`config.mk`:
```
export PLATFORM = sky130hd
export DESIGN_NAME = fb_desc_ctrl
export DESIGN_NICKNAME = d
export VERILOG_FILES = /design/src/rtl/fbd_pkg.sv /design/src/rtl/fbd_regfile.sv /design/src/rtl/fbd_stride.sv /design/src/rtl/fbd_rowaddr.sv /design/src/rtl/fb_desc_ctrl.sv
export SDC_FILE = /design/constraint.sdc
export NUM_CORES = 1
export LEC_CHECK = 0
export ABC_AREA = 1
export CAP_MARGIN = 30
export CORE_MARGIN = 2
export CORE_UTILIZATION = 62
export DETAILED_ROUTE_END_ITERATION = 8
export GPL_TIMING_DRIVEN = 0
export PLACE_DENSITY = 0.88
export SLEW_MARGIN = 20
export SYNTH_ARGS = -nofsm -noshare
export SYNTH_HDL_FRONTEND = slang
export SYNTH_SLANG_ARGS = --single-unit
```
`constraint.sdc`:
```
create_clock -name clk -period 13 [get_ports clk]
set_input_delay 2.6 -clock clk [delete_from_list [all_inputs] [get_ports clk]]
set_output_delay 2.6 -clock clk [all_outputs]
set_load 0.005 [all_outputs]
```
`src/rtl/fbd_pkg.sv`:
```
package fbd_pkg;
  typedef enum logic [1:0] {
    FMT_IDX8   = 2'd0,
    FMT_RGB16  = 2'd1,
    FMT_RGB24  = 2'd2,
    FMT_RGBX32 = 2'd3
  } fb_fmt_e;

  localparam logic [3:0] OFF_CTRL = 4'h0;
  localparam logic [3:0] OFF_DIM  = 4'h4;
  localparam logic [3:0] OFF_BASE = 4'h8;

  function automatic logic [2:0] bytes_per_px(input logic [1:0] f);
    return {1'b0, f} + 3'd1;
  endfunction
endpackage

```
`src/rtl/fbd_regfile.sv`:
```
module fbd_regfile
  import fbd_pkg::*;
#(
  parameter int DATA_W = 32,
  parameter int ADDR_W = 32,
  parameter int DIM_W  = 12,
  parameter int HGT_LSB = 16
) (
  input  logic              clk,
  input  logic              rst,
  input  logic              wr_en,
  input  logic [3:0]        wr_off,
  input  logic [DATA_W-1:0] wr_data,
  input  logic              commit,
  output logic              sh_en,
  output logic [1:0]        sh_fmt,
  output logic              sh_fine,
  output logic [DIM_W-1:0]  sh_width,
  output logic [DIM_W-1:0]  sh_height,
  output logic [ADDR_W-1:0] sh_base,
  output logic              pend
);
  logic wr_ctrl, wr_dim, wr_base;
  assign wr_ctrl = wr_en && (wr_off == OFF_CTRL);
  assign wr_dim  = wr_en && (wr_off == OFF_DIM);
  assign wr_base = wr_en && (wr_off == OFF_BASE);

  always_ff @(posedge clk) begin
    if (rst) begin
      sh_en     <= 1'b0;
      sh_fmt    <= 2'd0;
      sh_fine   <= 1'b0;
      sh_width  <= '0;
      sh_height <= '0;
      sh_base   <= '0;
    end else begin
      if (wr_ctrl) begin
        sh_en   <= wr_data[0];
        sh_fmt  <= wr_data[2:1];
        sh_fine <= wr_data[3];
      end
      if (wr_dim) begin
        sh_width  <= wr_data[DIM_W-1:0];
        sh_height <= wr_data[HGT_LSB +: DIM_W];
      end
      if (wr_base) sh_base <= wr_data[ADDR_W-1:0];
    end
  end

  always_ff @(posedge clk) begin
    if (rst)          pend <= 1'b0;
    else if (wr_base) pend <= 1'b1;
    else if (commit)  pend <= 1'b0;
  end


  pend_clear_chk: assert property (@(posedge clk) disable iff (rst)
    (commit && !wr_base) |=> !pend);

  pend_set_chk: assert property (@(posedge clk) disable iff (rst)
    wr_base |=> pend);
endmodule

```
`src/rtl/fbd_stride.sv`:
```
module fbd_stride
  import fbd_pkg::*;
#(
  parameter int DIM_W     = 12,
  parameter int FINE_SH   = 4,
  parameter int COARSE_SH = 8,
  localparam int STR_W    = DIM_W + 3
) (
  input  logic [DIM_W-1:0] width,
  input  logic [1:0]       fmt,
  input  logic             fine,
  output logic [STR_W-1:0] stride
);
  localparam logic [STR_W-1:0] FINE_MASK   = STR_W'((1 << FINE_SH) - 1);
  localparam logic [STR_W-1:0] COARSE_MASK = STR_W'((1 << COARSE_SH) - 1);

  logic [STR_W-1:0] line_bytes, mask;

  always_comb begin
    line_bytes = {3'b000, width} * {{(STR_W-3){1'b0}}, bytes_per_px(fmt)};
    mask       = fine ? FINE_MASK : COARSE_MASK;
    stride     = (line_bytes + mask) & ~mask;
  end
endmodule

```
`src/rtl/fbd_rowaddr.sv`:
```
module fbd_rowaddr #(
  parameter int ADDR_W = 32,
  parameter int DIM_W  = 12,
  parameter int STR_W  = 15,
  localparam int PROD_W = DIM_W + STR_W
) (
  input  logic              clk,
  input  logic              rst,
  input  logic [ADDR_W-1:0] base,
  input  logic [STR_W-1:0]  stride,
  input  logic [DIM_W-1:0]  height,
  input  logic [DIM_W-1:0]  row,
  output logic [ADDR_W-1:0] addr
);
  logic [DIM_W-1:0]  eff_row;
  logic [PROD_W-1:0] offset;

  always_comb begin
    if (height == '0)        eff_row = '0;
    else if (row >= height)  eff_row = height - 1'b1;
    else                     eff_row = row;
    offset = {{STR_W{1'b0}}, eff_row} * {{DIM_W{1'b0}}, stride};
    addr   = base + ADDR_W'(offset);
  end


  row_clamp_chk: assert property (@(posedge clk) disable iff (rst)
    (height != '0) |-> (eff_row < height));
endmodule

```
`src/rtl/fb_desc_ctrl.sv`:
```
module fb_desc_ctrl
  import fbd_pkg::*;
#(
  parameter int DATA_W    = 32,
  parameter int ADDR_W    = 32,
  parameter int DIM_W     = 12,
  parameter int FINE_SH   = 4,
  parameter int COARSE_SH = 8,
  localparam int STR_W    = DIM_W + 3
) (
  input  logic              clk,
  input  logic              rst,
  input  logic              wr_en,
  input  logic [3:0]        wr_off,
  input  logic [DATA_W-1:0] wr_data,
  input  logic              vblank_i,
  input  logic [DIM_W-1:0]  row_i,
  output logic              fb_enable_o,
  output logic [1:0]        fb_format_o,
  output logic [DIM_W-1:0]  fb_width_o,
  output logic [DIM_W-1:0]  fb_height_o,
  output logic [ADDR_W-1:0] fb_base_o,
  output logic [STR_W-1:0]  fb_stride_o,
  output logic [ADDR_W-1:0] row_addr_o,
  output logic              swap_pend_o,
  output logic              vbl_pulse_o
);
  logic              vbl_q, commit;
  logic              sh_fine, act_fine;
  logic [1:0]        sh_fmt;
  logic [DIM_W-1:0]  sh_width, sh_height;
  logic [ADDR_W-1:0] sh_base;
  logic [STR_W-1:0]  sh_stride;

  always_ff @(posedge clk) begin
    if (rst) vbl_q <= 1'b0;
    else     vbl_q <= vblank_i;
  end
  assign commit = vblank_i && !vbl_q;

  fbd_regfile #(
    .DATA_W(DATA_W), .ADDR_W(ADDR_W), .DIM_W(DIM_W), .HGT_LSB(16)
  ) i_regs (
    .clk(clk), .rst(rst), .wr_en(wr_en), .wr_off(wr_off), .wr_data(wr_data),
    .commit(commit), .sh_en(fb_enable_o), .sh_fmt(sh_fmt), .sh_fine(sh_fine),
    .sh_width(sh_width), .sh_height(sh_height), .sh_base(sh_base),
    .pend(swap_pend_o)
  );

  fbd_stride #(
    .DIM_W(DIM_W), .FINE_SH(FINE_SH), .COARSE_SH(COARSE_SH)
  ) i_stride (
    .width(sh_width), .fmt(sh_fmt), .fine(sh_fine), .stride(sh_stride)
  );

  always_ff @(posedge clk) begin
    if (rst) begin
      fb_format_o <= 2'd0;
      act_fine    <= 1'b0;
      fb_width_o  <= '0;
      fb_height_o <= '0;
      fb_base_o   <= '0;
      fb_stride_o <= '0;
      vbl_pulse_o <= 1'b0;
    end else begin
      vbl_pulse_o <= commit;
      if (commit) begin
        fb_format_o <= sh_fmt;
        act_fine    <= sh_fine;
        fb_width_o  <= sh_width;
        fb_height_o <= sh_height;
        fb_base_o   <= sh_base;
        fb_stride_o <= sh_stride;
      end
    end
  end

  fbd_rowaddr #(
    .ADDR_W(ADDR_W), .DIM_W(DIM_W), .STR_W(STR_W)
  ) i_row (
    .clk(clk), .rst(rst), .base(fb_base_o), .stride(fb_stride_o),
    .height(fb_height_o), .row(row_i), .addr(row_addr_o)
  );


  reset_state_chk: assert property (@(posedge clk) disable iff (rst)
    $past(rst) |-> (!swap_pend_o && !vbl_pulse_o && fb_base_o == '0));

  base_hold_chk: assert property (@(posedge clk) disable iff (rst)
    !vbl_pulse_o |-> $stable(fb_base_o));

  pulse_single_chk: assert property (@(posedge clk) disable iff (rst)
    vbl_pulse_o |=> !vbl_pulse_o);

  stride_align_chk: assert property (@(posedge clk) disable iff (rst)
    (fb_stride_o[FINE_SH-1:0] == '0) &&
    (act_fine || fb_stride_o[COARSE_SH-1:0] == '0));
endmodule

```
==> flow_summary.json <==
{
  "status": "completed",
  "postCtsResizedCells": 0,
  "fp.dieH_um": 145,
  "drt_pass1_iterations": 6,
  "clock_path_buffers": 2,
  "detail-route-antenna-nets": 0,
  "power.density_cell_area_nw_per_um2": 106,
  "use_met3": 0.0486,
  "worst_setup_hold_path_clk_slew_ns": 0.06,
  "largest_area_contributor_in_the_synthesized_netlist": "sky130_fd_sc_hd__dfxtp_1",
  "hold-path-endpoint": "fb_base_o[3]",
  "fin_setup_tns_ns": 0,
  "fmax_mhz": 82.8,
  "timing.hold.worst.start": "i_regs.sh_base[3]",
  "clock_latency_ns": 0.41,
  "place_hpwl_mm": 31.0,
  "final.fill_count": 1475,
  "cts_hold_buf": 0,
  "muxShareOfSynthArea": 0,
  "post-route-period-util": 0.929,
  "synth_adder_area_share": 0.307,
  "route.vias.total": 12100,
  "postSynth.topFlopCell": "sky130_fd_sc_hd__dfxtp_1",
  "synth-xor-area-share": 0.0155,
  "cts_sinks": 132,
  "syn-mean-instance-area_um2": 7.31,
  "post_drt_wl_per_cell_um": 17.9,
  "grt_pass1_vias": 12300,
  "fin_nets": 2156,
  "synth_simple_gate_area_frac": 0.204,
  "path_class": "input port to primary output",
  "buffers_added_on_ports": 155,
  "layout.cells.most_common_list": "sky130_fd_sc_hd__inv_1 (369), sky130_fd_sc_hd__nand2_1 (258), sky130_fd_sc_hd__a21oi_1 (165)",
  "setup_viol": 0,
  "worst_setup_path_end_kind": "primary output",
  "core.rowCount": 51,
  "synth-warning-count": 0,
  "antenna-diode-count": 0,
  "layout_overhead_on_the_synthesized_area_pct": 19.7,
  "synth_top_family_by_area": "adder cells",
  "finalWorstPathRequiredPeriod_ns": 12.08,
  "io_pins": 160,
  "drt-initial-drc-count": 1074,
  "tritoncts": "done",
  "most_common_library_cell_in_the_layout_ignoring_fill_and_taps": "sky130_fd_sc_hd__inv_1",
  "gr-usage-met2": 0.637,
  "netlist_top_cells_area": "sky130_fd_sc_hd__dfxtp_1 (21%), sky130_fd_sc_hd__fa_1 (20%), sky130_fd_sc_hd__inv_1 (11%)",
  "critical_path.reg2reg.startpoint": "i_regs.sh_fmt[0]",
  "synth-edff-count": 0,
  "post-cts-setup-buffer-count": 0,
  "crit_arrival_ns": 9.48,
  "grt_start_max_net_pins": 17,
  "critical_path.startpoint_type": "input port",
  "detail_route.vias_per_cell": 5.62,
  "worst-slew-pin-transition_ns": 0.737,
  "finalHoldViolCount": 0,
  "top_usage_layer": "met2",
  "start_util": 0.636,
  "power.leakage_nw": 7.26,
  "skew_ns": 0.00740,
  "worstRegToRegCells": 17,
  "finish.utilization": 0.761,
  "slew_headroom": 0.507,
  "initial_antenna_violation_count": 0,
  "worst_hold_path_type": "register to register",
  "dpl_worst_slack_ns": 1.03,
  "drv_cap": 0,
  "routed_wirelength_mm": 38.6,
  "hold_depth": 2,
  "cts.root.buffer_cell": "sky130_fd_sc_hd__clkbuf_16",
  "leftover_overflow_at_the_end_of_global_routing": 0,
  "cts-buffers-inserted": 17,
  "syn_area_um2": 12400,
  "hold_slack_ns": 0.456,
  "peakVddDrop_uv": 94.1,
  "routing_usage_on_met1": 0.471,
  "die-area_um2": 21200,
  "yosysSeqAreaShare": 0.213,
  "core-area_um2": 19500,
  "route.detailed.drc": 0,
  "gp_congestion": 0.985,
  "grt_setup_unrepaired": "false",
  "finalWorstSetupSlack_ns": 0.917,
  "final_layout_size_suffix_gt1_frac": 0.0397,
  "multiInputGateArea_um2": 8100,
  "timing.critical_path.required_ns": 10.40,
  "final-max-slew-violation-count": 0,
  "async_flop_share": 0,
  "worst-path-max-fanout": 10,
  "die_w_um": 145,
  "cts_htree_levels": 4,
  "synth.lib_cells_used.distinct": 35,
  "synth_seq_cells": 132,
  "number_of_instances_in_the_synthesized_netlist": 1698,
  "global_route_wire_length_before_repair_mm": 62.5,
  "sequential_cell_area_um2": 2640,
  "worstReg2RegEnd": "fb_stride_o[14]",
  "synth_top_area_share": 0.213,
  "groute.usage.overall": 0.371,
  "rrSetupSlack_ns": 9.35,
  "synth_compound_gate_area_share": 0.125
}
[where the power goes]
part,switching [mW],internal [mW]
clock network,0.196,0.249
logic,0.397,0.287
registers,0.0243,0.423
[area by class of cell]
type,count,area share
buffer,62,0.0189
clock buffer,18,0.0289
clock inverter,14,0.00808
inverter,372,0.0940
multi-input combinational,1135,0.545
sequential,132,0.178
tap,265,0.0223
timing repair buffer,155,0.104
[per-layer routing]
| metal | part of all wire | routed length, um |
|---|---|---|
| met1 | 0.39 | 15200 |
| met2 | 0.48 | 18500 |
| met3 | 0.081 | 3120 |
| met4 | 0.045 | 1740 |
| met5 | 0 | 0 |
[cells in the mapped netlist (4+ instances only)]
library cell	n
sky130_fd_sc_hd__inv_1	369
sky130_fd_sc_hd__nand2_1	258
sky130_fd_sc_hd__a21oi_1	165
sky130_fd_sc_hd__nor2_1	152
sky130_fd_sc_hd__dfxtp_1	132
sky130_fd_sc_hd__o21ai_0	131
sky130_fd_sc_hd__fa_1	126
sky130_fd_sc_hd__ha_1	103
sky130_fd_sc_hd__nand3_1	86
sky130_fd_sc_hd__clkbuf_1	44
sky130_fd_sc_hd__nand4_1	44
sky130_fd_sc_hd__xor2_1	18
sky130_fd_sc_hd__nand3_2	10
sky130_fd_sc_hd__buf_2	8
sky130_fd_sc_hd__buf_4	8
sky130_fd_sc_hd__nand2_2	8
sky130_fd_sc_hd__nor3_1	5
sky130_fd_sc_hd__o21bai_1	5
sky130_fd_sc_hd__and2_1	4
sky130_fd_sc_hd__xnor2_1	4
[metrics by stage]
| stage | power [mW] | cell area [um^2] | cells |
|---|---|---|---|
| 6_report | 1.58 | 14900 | 2153 |
| 5_1_grt | 1.67 | 14900 | 2153 |
| 4_1_cts | 1.57 | 14900 | 2153 |
| 3_5_place_dp | 1.13 | 14300 | 2121 |
| 3_3_place_gp | 1.11 | 14300 | 2121 |
| 2_1_floorplan | 0.853 | 12400 | 1701 |
[registers in the layout, summed over array words and instances, names as in the netlist, 11 cells and up]
name	count
i_regs.sh_base	32
i_regs.sh_height	12
fb_width_o	12
fb_stride_o	11
fb_height_o	12
fb_base_o	32
i_regs.sh_width	12
[cells by family after synthesis]
kind of cell    count (synthesis)
buf+inv                       434
simple gates                  576
xor+xnor                       22
fa+ha+maj                     229
flops                         132
compound gates                304
other cells                     1
[critical path, stage by stage]
cell                              delay (ns)
sky130_fd_sc_hd__clkdlybuf4s50_1        0.46
sky130_fd_sc_hd__ha_1                   0.35
sky130_fd_sc_hd__nand2_1                0.10
sky130_fd_sc_hd__inv_1                  0.04
sky130_fd_sc_hd__nand2_1                0.05
sky130_fd_sc_hd__nand2_1                0.10
sky130_fd_sc_hd__a21oi_4                0.30
sky130_fd_sc_hd__buf_2                  0.26
sky130_fd_sc_hd__nand4_1                0.13
sky130_fd_sc_hd__nand2_2                0.22
sky130_fd_sc_hd__nand3_1                0.14
sky130_fd_sc_hd__fa_1                   0.52
sky130_fd_sc_hd__fa_1                   0.52
sky130_fd_sc_hd__inv_1                  0.05
sky130_fd_sc_hd__fa_1                   0.47
sky130_fd_sc_hd__fa_1                   0.54
sky130_fd_sc_hd__inv_1                  0.05
sky130_fd_sc_hd__fa_1                   0.57
sky130_fd_sc_hd__inv_1                  0.05
sky130_fd_sc_hd__ha_1                   0.37
sky130_fd_sc_hd__nand2_1                0.13
sky130_fd_sc_hd__nor2_1                 0.26
sky130_fd_sc_hd__a21boi_0               0.25
sky130_fd_sc_hd__o21ai_0                0.18
sky130_fd_sc_hd__nand3_1                0.13
sky130_fd_sc_hd__nand2_1                0.05
sky130_fd_sc_hd__nand2_1                0.08
sky130_fd_sc_hd__clkdlybuf4s50_1        0.50
[worst max path at each step]
stage	from	to	slack (ns)	cells after the start
2_1_floorplan	row_i[11]	row_addr_o[26]	2.68	26
3_3_place_gp	row_i[7]	row_addr_o[26]	1.13	28
3_5_place_dp	row_i[7]	row_addr_o[26]	1.03	28
4_1_cts	row_i[7]	row_addr_o[26]	1.01	28
5_1_grt	row_i[7]	row_addr_o[26]	0.51	28
6_report	row_i[7]	row_addr_o[26]	0.92	28
Note: power is estimated with default switching activity, not from simulation.
